===== src/rtl/apb_req_pkg.sv =====
package apb_req_pkg;

    typedef enum logic [1:0] {
        ST_IDLE   = 2'd0,
        ST_SETUP  = 2'd1,
        ST_ACCESS = 2'd2,
        ST_GAP    = 2'd3
    } req_state_t;

    function automatic int unsigned gap_width(input int unsigned max_gap);
        return (max_gap < 2) ? 1 : $clog2(max_gap + 1);
    endfunction

endpackage


===== src/rtl/apb_cmd_hold.sv =====
module apb_cmd_hold #(
    parameter int unsigned ADDR_W  = 32,
    parameter int unsigned DATA_W  = 32,
    parameter int unsigned GAP_W   = 3,
    parameter int unsigned GAP_MAX = 5
) (
    input  logic              clk,
    input  logic              rst_n,
    input  logic              capture,
    input  logic [ADDR_W-1:0] in_addr,
    input  logic              in_write,
    input  logic [DATA_W-1:0] in_wdata,
    input  logic [GAP_W-1:0]  in_gap,
    output logic [ADDR_W-1:0] hold_addr,
    output logic              hold_write,
    output logic [DATA_W-1:0] hold_wdata,
    output logic [GAP_W-1:0]  hold_gap
);
    localparam logic [GAP_W-1:0] GAP_LIMIT = GAP_W'(GAP_MAX);

    always_ff @(posedge clk or negedge rst_n) begin
        if (!rst_n) begin
            hold_addr  <= '0;
            hold_write <= 1'b0;
            hold_wdata <= '0;
            hold_gap   <= '0;
        end else if (capture) begin
            hold_addr  <= in_addr;
            hold_write <= in_write;
            // reads put zeros on the write-data lines
            hold_wdata <= in_write ? in_wdata : '0;
            hold_gap   <= (in_gap > GAP_LIMIT) ? GAP_LIMIT : in_gap;
        end
    end
endmodule


===== src/rtl/apb_gap_timer.sv =====
module apb_gap_timer #(
    parameter int unsigned GAP_W = 3
) (
    input  logic             clk,
    input  logic             rst_n,
    input  logic             load,
    input  logic [GAP_W-1:0] load_val,
    output logic             last
);
    logic [GAP_W-1:0] cnt_q;

    always_ff @(posedge clk or negedge rst_n) begin
        if (!rst_n)
            cnt_q <= '0;
        else if (load)
            cnt_q <= load_val;
        else if (cnt_q != '0)
            cnt_q <= cnt_q - 1'b1;
    end

    assign last = (cnt_q == GAP_W'(1));
endmodule


===== src/rtl/apb_rsp_reg.sv =====
module apb_rsp_reg #(
    parameter int unsigned DATA_W = 32
) (
    input  logic              clk,
    input  logic              rst_n,
    input  logic              done,
    input  logic              is_read,
    input  logic [DATA_W-1:0] rd_in,
    input  logic              err_in,
    output logic              valid,
    output logic [DATA_W-1:0] rdata,
    output logic              err
);
    always_ff @(posedge clk or negedge rst_n) begin
        if (!rst_n) begin
            valid <= 1'b0;
            rdata <= '0;
            err   <= 1'b0;
        end else begin
            valid <= done;
            if (done) begin
                rdata <= is_read ? rd_in : '0;
                err   <= err_in;
            end
        end
    end
endmodule


===== src/rtl/apb_gap_requester.sv =====
module apb_gap_requester
    import apb_req_pkg::*;
#(
    parameter int unsigned ADDR_W  = 32,
    parameter int unsigned DATA_W  = 32,
    parameter int unsigned GAP_MAX = 5,
    parameter int unsigned GAP_W   = gap_width(GAP_MAX)
) (
    input  logic              clk,
    input  logic              rst_n,
    input  logic              cmd_valid,
    output logic              cmd_ready,
    input  logic [ADDR_W-1:0] cmd_addr,
    input  logic              cmd_write,
    input  logic [DATA_W-1:0] cmd_wdata,
    input  logic [GAP_W-1:0]  cmd_gap,
    output logic              rsp_valid,
    output logic [DATA_W-1:0] rsp_rdata,
    output logic              rsp_err,
    output logic              psel,
    output logic              penable,
    output logic [ADDR_W-1:0] paddr,
    output logic              pwrite,
    output logic [DATA_W-1:0] pwdata,
    input  logic [DATA_W-1:0] prdata,
    input  logic              pready,
    input  logic              pslverr
);
    req_state_t       state_q, state_d;
    logic             accept, done, gap_last;
    logic [GAP_W-1:0] hold_gap;

    assign accept = cmd_valid && cmd_ready;
    assign done   = (state_q == ST_ACCESS) && pready;

    // state register
    always_ff @(posedge clk or negedge rst_n) begin
        if (!rst_n) state_q <= ST_IDLE;
        else        state_q <= state_d;
    end

    // next-state logic
    always_comb begin
        state_d = state_q;
        unique case (state_q)
            ST_IDLE:   if (accept) state_d = ST_SETUP;
            ST_SETUP:  state_d = ST_ACCESS;
            ST_ACCESS: if (pready) state_d = (hold_gap == '0) ? ST_IDLE : ST_GAP;
            ST_GAP:    if (gap_last) state_d = ST_IDLE;
        endcase
    end

    // outputs decoded from state
    always_comb begin
        cmd_ready = 1'b0;
        psel      = 1'b0;
        penable   = 1'b0;
        unique case (state_q)
            ST_IDLE:   cmd_ready = 1'b1;
            ST_SETUP:  psel = 1'b1;
            ST_ACCESS: begin psel = 1'b1; penable = 1'b1; end
            ST_GAP:    ;
        endcase
    end

    apb_cmd_hold #(
        .ADDR_W(ADDR_W), .DATA_W(DATA_W), .GAP_W(GAP_W), .GAP_MAX(GAP_MAX)
    ) u_hold (
        .clk(clk), .rst_n(rst_n), .capture(accept),
        .in_addr(cmd_addr), .in_write(cmd_write), .in_wdata(cmd_wdata), .in_gap(cmd_gap),
        .hold_addr(paddr), .hold_write(pwrite), .hold_wdata(pwdata), .hold_gap(hold_gap)
    );

    apb_gap_timer #(.GAP_W(GAP_W)) u_timer (
        .clk(clk), .rst_n(rst_n), .load(done), .load_val(hold_gap), .last(gap_last)
    );

    apb_rsp_reg #(.DATA_W(DATA_W)) u_rsp (
        .clk(clk), .rst_n(rst_n), .done(done), .is_read(!pwrite),
        .rd_in(prdata), .err_in(pslverr),
        .valid(rsp_valid), .rdata(rsp_rdata), .err(rsp_err)
    );
endmodule


===== config.mk =====
export PLATFORM = sky130hd
export DESIGN_NAME = apb_gap_requester
export DESIGN_NICKNAME = d
export VERILOG_FILES = /design/src/rtl/apb_req_pkg.sv /design/src/rtl/apb_cmd_hold.sv /design/src/rtl/apb_gap_timer.sv /design/src/rtl/apb_rsp_reg.sv /design/src/rtl/apb_gap_requester.sv
export SDC_FILE = /design/constraint.sdc
export NUM_CORES = 1
export LEC_CHECK = 0
export ABC_AREA = 1
export BUFFER_PORTS_ARGS = -buffer_cell sky130_fd_sc_hd__buf_2
export CAP_MARGIN = 10
export CELL_PAD_IN_SITES_DETAIL_PLACEMENT = 1
export CELL_PAD_IN_SITES_GLOBAL_PLACEMENT = 2
export CORE_UTILIZATION = 24
export CTS_CLUSTER_DIAMETER = 150
export DETAILED_ROUTE_END_ITERATION = 10
export GPL_TIMING_DRIVEN = 0
export MAX_ROUTING_LAYER = met4
export PLACE_DENSITY_LB_ADDON = 0.1
export SLEW_MARGIN = 10
export SYNTH_ARGS = -nofsm -noshare
export SYNTH_HDL_FRONTEND = slang
export SYNTH_HIERARCHICAL = 1
export SYNTH_SLANG_ARGS = --single-unit

===== constraint.sdc =====
create_clock -name clk -period 1.4 [get_ports clk]
set_input_delay 0.07 -clock clk [delete_from_list [all_inputs] [get_ports clk]]
set_output_delay 0.07 -clock clk [all_outputs]
set_load 0.005 [all_outputs]

==> metrics.csv, run 1 <==
metric,value,unit
yosysUniqueCellTypes,19,
min_path_cells,4,
die_height,139.3,microns
crit_buf_inv,6,
rr_startpoint,state_q[0],
drive_gt1_share,37.25,%
worst_path_max_delay_cell,dfrtp_1,
area_delta_synth_final,67.51,%
root_buffer,clkbuf_16,
stdcell_area,0.007581,sq mm
grt_start_max_net_pins,62,
row_count,49,
cp.arrival,1660,ps
report.final.slew_viol_count,0,
finalCritPeriodShare,101.8,%
synth_top_area_share,59.17,%
drtIter0Drc,68,
ant_nets,0,
setup_slack,-25.67,ps
nets,949,
coreArea,0.01821,sq mm
min_from,pready,
critPathMaxStageDelay,400,ps
relSlewSlack,68.44,%
drt_first_pass_iters,4,
tightest_slew,473.4,ps
fillCellCount,2157,
wl_per_cell,14.26,microns
worst-path-max-fanout,10,
whs_endpoint,u_rsp/valid,
rsz0062_at_grt,true,
routabilityCongestion,0.7402,
required,1630,ps
drc,0,
max-vdd-ir-drop,666.3,uV
start_kind,register,
synth-async-reset-ratio,100.0,%
die_w,139.3,microns
placed_area,0.005874,sq mm
vias,4543,
path_clk_slew,70,ps
synth_edf_count,0,
synth_top_area_cell,dfrtp_1,
hold_path.class,input pin to register,
power.leakage,4.211,nW
synth_cells,502,
avgSynthCellArea,9.015,sq um
cts_tree,done,
routed_wl,15300,microns
ctsLongestPathBuffers,2,
reg2regPathDepth,10,
synth_fp_nets,613,
setup_violations,24,
power.density,1826,mW/mm^2
drv_cap,0,
grt_pass1_wl,24960,microns
first_global_vias,4845,
crit_type,register to register,
status,"finished, violations left",
ys_ff_latch,107,
synth_area_leaders,"dfrtp_1 (59%), nand2_1 (20%), nand3_1 (7.5%)",
period_minus_slack,1426,ps
reg2reg_slack,-30,ps
hpwl,10560,microns
start_util,24.85,%
yosysWarnings,6,
overflow,0,
synth-main-ff-cell,dfrtp_1,
holdWs,119.4,ps
violations,setup timing,
dieArea,0.01941,sq mm
finalHoldViolCount,0,
synth.cell_area,0.004526,sq mm
grt_usage,16.80,%
htree_num_levels,3,
cp_cell_sequence,"inv_2, buf_6, ha_4, nand2_4, inv_4, buf_8, inv_8, buf_12, nand2_2, nand2_1",
io_pins,207,
clk_latency,350,ps
antenna_found_initial,1,
crit_family,buffers and inverters,
cp-end-kind,register,
clock-skew-final,6.969,ps
io_buffers,205,
via_per_inst,4.234,
cts_buffers,9,
clock_sinks,107,
ys_seq_area_share,59.17,%
fmax,701.4,MHz
worstReg2RegEnd,u_rsp/rdata[1],
flip-flops by register name, indices dropped and copies added (netlist names):
register,cells
u_hold/hold_addr,32
u_hold/hold_wdata,32
u_rsp/rdata,32
u_hold/hold_gap,3
u_timer/cnt_q,3
state_q,2
u_hold/hold_write,1
u_rsp/err,1
u_rsp/valid,1
cells by family (layout without fill, tap and decap cells):
kind of cell	Yosys count	count (layout)	synth area share, %
adder cells (fa/ha/maj)	6	6	1.659
AND/OR/NAND/NOR	337	337	31.35
buffers and inverters	47	388	7.271
AO/OA/AOI/OAI	5	5	0.5526
other	0	1	0
flip-flops	107	107	59.17
what timing repair did:
action | 4_1_cts | 5_1_grt
hold endpoints to repair | 146 | 0
buffers inserted | 10 | 4
pin swaps | 4 | 5
endpoints found under the setup margin | 101 | 103
hold buffers | 102 | 0
gates resized for setup | 32 | 36
cloned | 2 | 2
cells in the final DEF (no fill, tap or decap), types with 4 or more instances in the layout:
master	count
nand2_1	228
dfrtp_1	106
nand2_2	31
inv_1	12
nand3_1	67
buf_8	10
buf_2	209
buf_6	13
dlygate4sd3_1	102
buf_4	10
nand2_4	4
clkbuf_16	11
ha_1	4
tightest hold or removal path: stages:
cell	delay (ps)
buf_2	120
nand2_4	70
inv_4	40
buf_6	120
where the power goes:
part	internal [mW]	leakage, nW	switching, mW	total [mW]
sequential	4.43	1.36	0.776	5.21
combinational	2.99	2.71	3.06	6.05
clock	1.39	0.139	1.19	2.58
final cells by class:
type	count	area (sq um)	share of cell area (%)
flip-flops and latches	107	2679	35.34
repair buffers	326	2302	30.37
multi-input cells	348	1602	21.13
plain buffers	28	324.1	4.275
well taps	229	286.5	3.780
clock buffers	10	229.0	3.020
inverters	18	92.59	1.221
clock inverters	6	63.81	0.8417
diodes	1	2.502	0.03301
synthesized netlist by cell type (2+ instances only):
| library cell | number |
|---|---|
| nand2_2 | 22 |
| nand2_1 | 241 |
| o21ai_0 | 3 |
| buf_12 | 2 |
| buf_6 | 11 |
| inv_1 | 16 |
| buf_2 | 13 |
| nor2_1 | 3 |
| ha_1 | 6 |
| dfrtp_1 | 107 |
| nand3_1 | 68 |
| buf_4 | 3 |
through the flow:
step                      instances  util [%]  worst slack, ps  TNS [ps]  power, mW
after floorplan                 502         -            13.49         0      7.878
after global placement          936     32.08            -1195   -138130      10.11
after detailed placement        937     32.26           -222.4    -13570      10.30
after CTS                      1067     40.64           -16.37    -49.32      13.72
after global routing           1073     41.63           -87.11     -2428      15.02
final                          1073     41.63           -25.67    -234.1      13.84
routing by layer:
metal / share of wire (%) / up-vias / GRT usage [%]
met5: 0 / - / -
li1: - / 2231 / -
met4: 1.4 / 0 / 5.263
met3: 4.6 / 14 / 2.959
met2: 47 / 141 / 27.14
met1: 47 / 2157 / 21.35
how the worst max path moves through the flow:
stage,startpoint,slack (ps),to,cells past startpoint
final,state_q[0],-30,u_rsp/rdata[1],10
after global routing,state_q[0],-90,u_rsp/rdata[13],10
after CTS,state_q[1],-20,u_hold/hold_gap[0],10
after detailed placement,state_q[0],-220,u_hold/hold_addr[28],9
after global placement,rst_n,-1200,u_hold/hold_addr[25],1
after floorplan,state_q[0],10,u_hold/hold_addr[10],10
Power figures use the tool's default switching activity.
==> inputs of run 2 (changes only) <==
- REMOVE_ABC_BUFFERS: unset -> 1
==> run 2 against run 1 <==
Fmax shrank 0.24%. The flow still finishes with violations (setup timing). Clock-buffer cell count is the same. Non-clock buffer count shrank 27. Via count grew 0.46%. Power grew 1.0%. Cell count shrank 1.9%. Critical path type is now register to primary output. Worst hold slack gained 55 ps. Critical endpoint is now cmd_ready. Clock skew grew 1.5 ps. Largest cell class unchanged. Cell area shrank 0.84%. Utilization shrank 0.35 points.
==> metrics.csv, run 2 (synthesis results as in run 1) <==
metric,value,unit
area_delta_synth_final,66.10,%
drive_gt1_share,36.65,%
die_w,139.3,microns
reg2reg_slack,-20,ps
drv_cap,0,
routed-wl-met3,908,microns
worst-path-max-fanout,4,
clock-skew-final,8.513,ps
cts_buffers,9,
relSlewSlack,54.22,%
period_minus_slack,1429,ps
die_height,139.3,microns
rsz0062_at_grt,true,
crit_type,register to primary output,
io_buffers,206,
layout_commonest_cell,nand2_1,
io_pins,207,
setup_violations,23,
placed_cells,910,
layout.cells.non_filler,1053,
first_global_vias,4960,
power.density,1861,mW/mm^2
violations,setup timing,
max-vdd-ir-drop,667.3,uV
grt_pass1_wl,25910,microns
crit_start,state_q[1],
path_clk_slew,70,ps
grt_start_max_net_pins,72,
multiInputGateArea,0.001659,sq mm
worstReg2RegEnd,u_hold/hold_addr[29],
start_kind,register,
fillCellCount,2117,
setup_slack,-29.13,ps
fin_util,41.28,%
finalHoldViolCount,0,
hpwl,9316,microns
drt_first_pass_iters,6,
via_per_inst,4.334,
wl_met2,8209,microns
coreArea,0.01821,sq mm
dieArea,0.01941,sq mm
required,1330,ps
min_from,pready,
n_antenna_cell,0,
final_cell_mix,"nand2_1 (226), buf_2 (205), dfrtp_1 (106)",
rr_startpoint,state_q[1],
drtIter0Drc,139,
fmax,699.7,MHz
ctsLongestPathBuffers,2,
vias,4564,
antenna_found_initial,0,
power.leakage,4.142,nW
reg_top3,"u_hold/hold_addr (32), u_hold/hold_wdata (32), u_rsp/rdata (32)",
dp_slack,-872.0,ps
hold_path.class,input pin to register,
regArea,0.002679,sq mm
wl_per_cell,15.97,microns
finalCritPeriodShare,102.1,%
cts_tree,done,
total_power,13.99,mW
overflow,0,
grt_usage,17.49,%
htree_num_levels,3,
nets,931,
routed_wl,16820,microns
wl_met1,7556,microns
root_buffer,clkbuf_16,
cp.arrival,1360,ps
reg2regPathDepth,8,
clock_sinks,107,
ant_nets,0,
routabilityCongestion,0.7114,
cp-end-kind,primary output,
status,"finished, violations left",
report.final.slew_viol_count,0,
drc,0,
row_count,49,
start_util,24.85,%
highest_layer,met4,
clk_latency,340,ps
tightest_slew,686.7,ps
endpoint,cmd_ready,
-- run 2: cell count changes in the layout (fill, tap and decap cells not counted), moves of 3 or more --
cell and delta:
buf_12 -3, buf_16 +3, buf_2 -4, buf_6 -11, buf_8 -9, clkbuf_4 -3, inv_16 +4, nand2_2 -3
nand2_4 +3
-- run 2: worst min path at each step --
| stage | endpoint | slack, ps | cells past startpoint |
|---|---|---|---|
| detailed placement | u_rsp/valid | 7 | 1 |
| CTS | u_hold/hold_addr[6] | 130 | 5 |
| global placement | u_hold/hold_addr[17] | 270 | 3 |
| global route | u_rsp/valid | 170 | 3 |
| finish | u_rsp/valid | 170 | 3 |
| floorplan | state_q[0] | -230 | 0 |
-- run 2: repair_timing --
action	in CTS	in global routing
setup buffers	9	4
endpoints found under the setup margin	105	104
pin swaps	2	9
hold buffers	101	0
endpoints found under the hold margin	136	0
resized for setup	36	36
cloned	7	7
-- run 2: area by class of cell --
class | instances | share of cell area [%]
multi-input combinational | 348 | 22.07
inverter | 18 | 1.897
clock inverter | 5 | 0.7157
sequential | 107 | 35.64
timing repair inverter | 9 | 1.498
tap | 229 | 3.812
clock buffer | 10 | 3.179
timing repair buffer | 327 | 31.19
-- run 2: through the flow --
stage | hold WS (ps) | TNS (ps) | instance area [sq um]
global route | 172.8 | -4673 | 7517
floorplan | -225.6 | -95950 | 4274
finish | 174.1 | -178.3 | 7517
detailed placement | 6.876 | -78740 | 5645
global placement | 269.2 | -328160 | 5592
CTS | 133.3 | -668.9 | 7278
-- run 2: report_power, final --
part	total, mW	switching [mW]	internal [mW]	leakage, nW
clock network	2.60	1.18	1.42	0.148
logic	6.15	3.37	2.77	2.63
registers	5.25	0.816	4.43	1.36
-- run 2: worst max-delay path, cell delays in order, from the launching register on --
cell     delay (ps)
dfrtp_2         410
inv_2            60
ha_4            180
buf_4           130
buf_6           110
buf_2           120
-- run 2: layer usage --
layer | global-route usage, % | vias up
li1 | - | 2196
met1 | 21.74 | 2209
met2 | 28.72 | 151
met3 | 3.476 | 8
met4 | 5.088 | 0
met5 | - | -
==> inputs of run 3 (changes only) <==
- CTS_CLUSTER_DIAMETER: 150 -> unset
- GPL_TIMING_DRIVEN: 0 -> 1
==> run 3 against run 2 <==
Critical path depth is 3 higher. The run now ends clean. Highest routed layer unchanged. Fmax is 6.4% higher. Critical path type is now register to register. Power is 3.3% lower. Global-route usage is 0.88 points lower. Sequential share of layout area is 0.45 points higher. Utilization is 0.52 points lower. Cell area is 1.2% lower. Critical endpoint is now u_hold/hold_wdata[24]. Clock skew is 3.5 ps lower. Sequential power is 0.8% lower. Combinational power is 7.6% lower.
==> metrics.csv, run 3 (synthesis results as in run 1) <==
metric,value,unit
overflow,0,
max-vdd-ir-drop,682.5,uV
root_buffer,clkbuf_16,
ant_nets,0,
reg2reg_slack,60,ps
cp-end-kind,register,
clock-skew-final,5.062,ps
cts_buffers,9,
area_delta_synth_final,64.03,%
dieArea,0.01941,sq mm
grt_usage,16.61,%
finalHoldViolCount,0,
placed_cells,923,
routabilityCongestion,0.7473,
nets,927,
htree_num_levels,3,
wl_per_cell,15.30,microns
worst-path-max-fanout,20,
first_global_vias,4892,
rr_startpoint,state_q[1],
drv_cap,0,
reg_top3,"u_hold/hold_addr (32), u_hold/hold_wdata (32), u_rsp/rdata (32)",
power.leakage,4.114,nW
endpoint,u_hold/hold_wdata[24],
period_minus_slack,1343,ps
antenna_found_initial,0,
row_count,49,
clk_latency,350,ps
fillCellCount,2134,
cp.arrival,1590,ps
setup_slack,56.72,ps
vias,4579,
start_kind,register,
tightest_slew,418.2,ps
n_antenna_cell,0,
drive_gt1_share,34.23,%
start_util,24.85,%
crit_start,state_q[1],
reg2regPathDepth,8,
placed_area,0.005857,sq mm
ctsLongestPathBuffers,2,
layout.cells.non_filler,1050,
path_clk_slew,70,ps
power.density,1822,mW/mm^2
final_cell_mix,"nand2_1 (239), buf_2 (205), dfrtp_1 (106)",
worstReg2RegEnd,u_hold/hold_wdata[24],
setup_violations,0,
required,1640,ps
die_w,139.3,microns
finalCritPeriodShare,95.95,%
layout_commonest_cell,nand2_1,
hpwl,10170,microns
fmax,744.4,MHz
report.final.slew_viol_count,0,
drc,0,
routed_wl,16070,microns
hold_path.class,input pin to register,
rsz0062_at_grt,true,
grt_pass1_wl,24860,microns
coreArea,0.01821,sq mm
drt_first_pass_iters,4,
drtIter0Drc,138,
dp_slack,24.08,ps
crit_type,register to register,
relSlewSlack,72.12,%
stdcell_area,0.007423,sq mm
clock_sinks,107,
via_per_inst,4.361,
fin_tns_setup,0,ps
io_pins,207,
cts_tree,done,
holdWs,158.1,ps
io_buffers,206,
status,"finished, final reports clean",
grt_start_max_net_pins,43,
die_height,139.3,microns
[run 3: layout make-up]
cell class / count / area, sq um / share of cell area [%]
Inverter: 18 / 111.4 / 1.500
Clock buffer: 12 / 246.5 / 3.320
Multi-Input combinational cell: 348 / 1549 / 20.87
Clock inverter: 4 / 48.80 / 0.6573
Timing Repair inverter: 2 / 22.52 / 0.3034
Tap cell: 229 / 286.5 / 3.860
Sequential cell: 107 / 2679 / 36.09
Timing Repair Buffer: 330 / 2480 / 33.41
[run 3: what timing repair did]
action	4_1_cts	5_1_grt
endpoints found under the hold margin	125	0
endpoints found under the setup margin	0	105
buffers inserted	0	1
hold buffers	101	0
gates resized for setup	0	23
[run 3: through the flow]
| step | total power, mW | utilization [%] |
|---|---|---|
| 3_3_place_gp | 10.15 | 32.17 |
| 6_report | 13.53 | 40.77 |
| 5_1_grt | 14.62 | 40.77 |
| 3_5_place_dp | 10.34 | 32.17 |
| 4_1_cts | 13.30 | 39.34 |
| 2_1_floorplan | 7.483 | - |
[run 3: where the power goes]
part	total, mW	switching (mW)	internal [mW]
Combinational	5.68	3.02	2.66
Clock	2.64	1.20	1.44
Sequential	5.21	0.778	4.43
[run 3: worst min-delay path by stage]
stage                     cells past startpoint                     to  slack (ps)      start
final                                         4  u_hold/hold_wdata[11]         160  cmd_write
after global routing                          4   u_hold/hold_wdata[1]         160  cmd_write
after CTS                                     4            u_rsp/valid         130     pready
after detailed placement                      1              u_rsp/err          40      rst_n
after global placement                        1            u_rsp/valid          30      rst_n
after floorplan                               0             state_q[0]        -230      rst_n
[run 3: metal layers]
metal	up-vias	routed length, microns	global-route usage, %	share of wire [%]
li1	2176	-	-	-
met1	2238	7161	20.58	45
met2	156	7908	26.95	49
met3	9	854	4.680	5.3
met4	0	141	3.392	0.88
met5	-	0	-	0
[run 3: worst max-delay path, stage by stage, from the launching register on]
cell,delay (ps)
dfrtp_2,450
inv_2,70
ha_2,180
nand2_2,70
clkinv_4,110
inv_8,60
buf_12,150
nand2_1,70
nand2_1,60
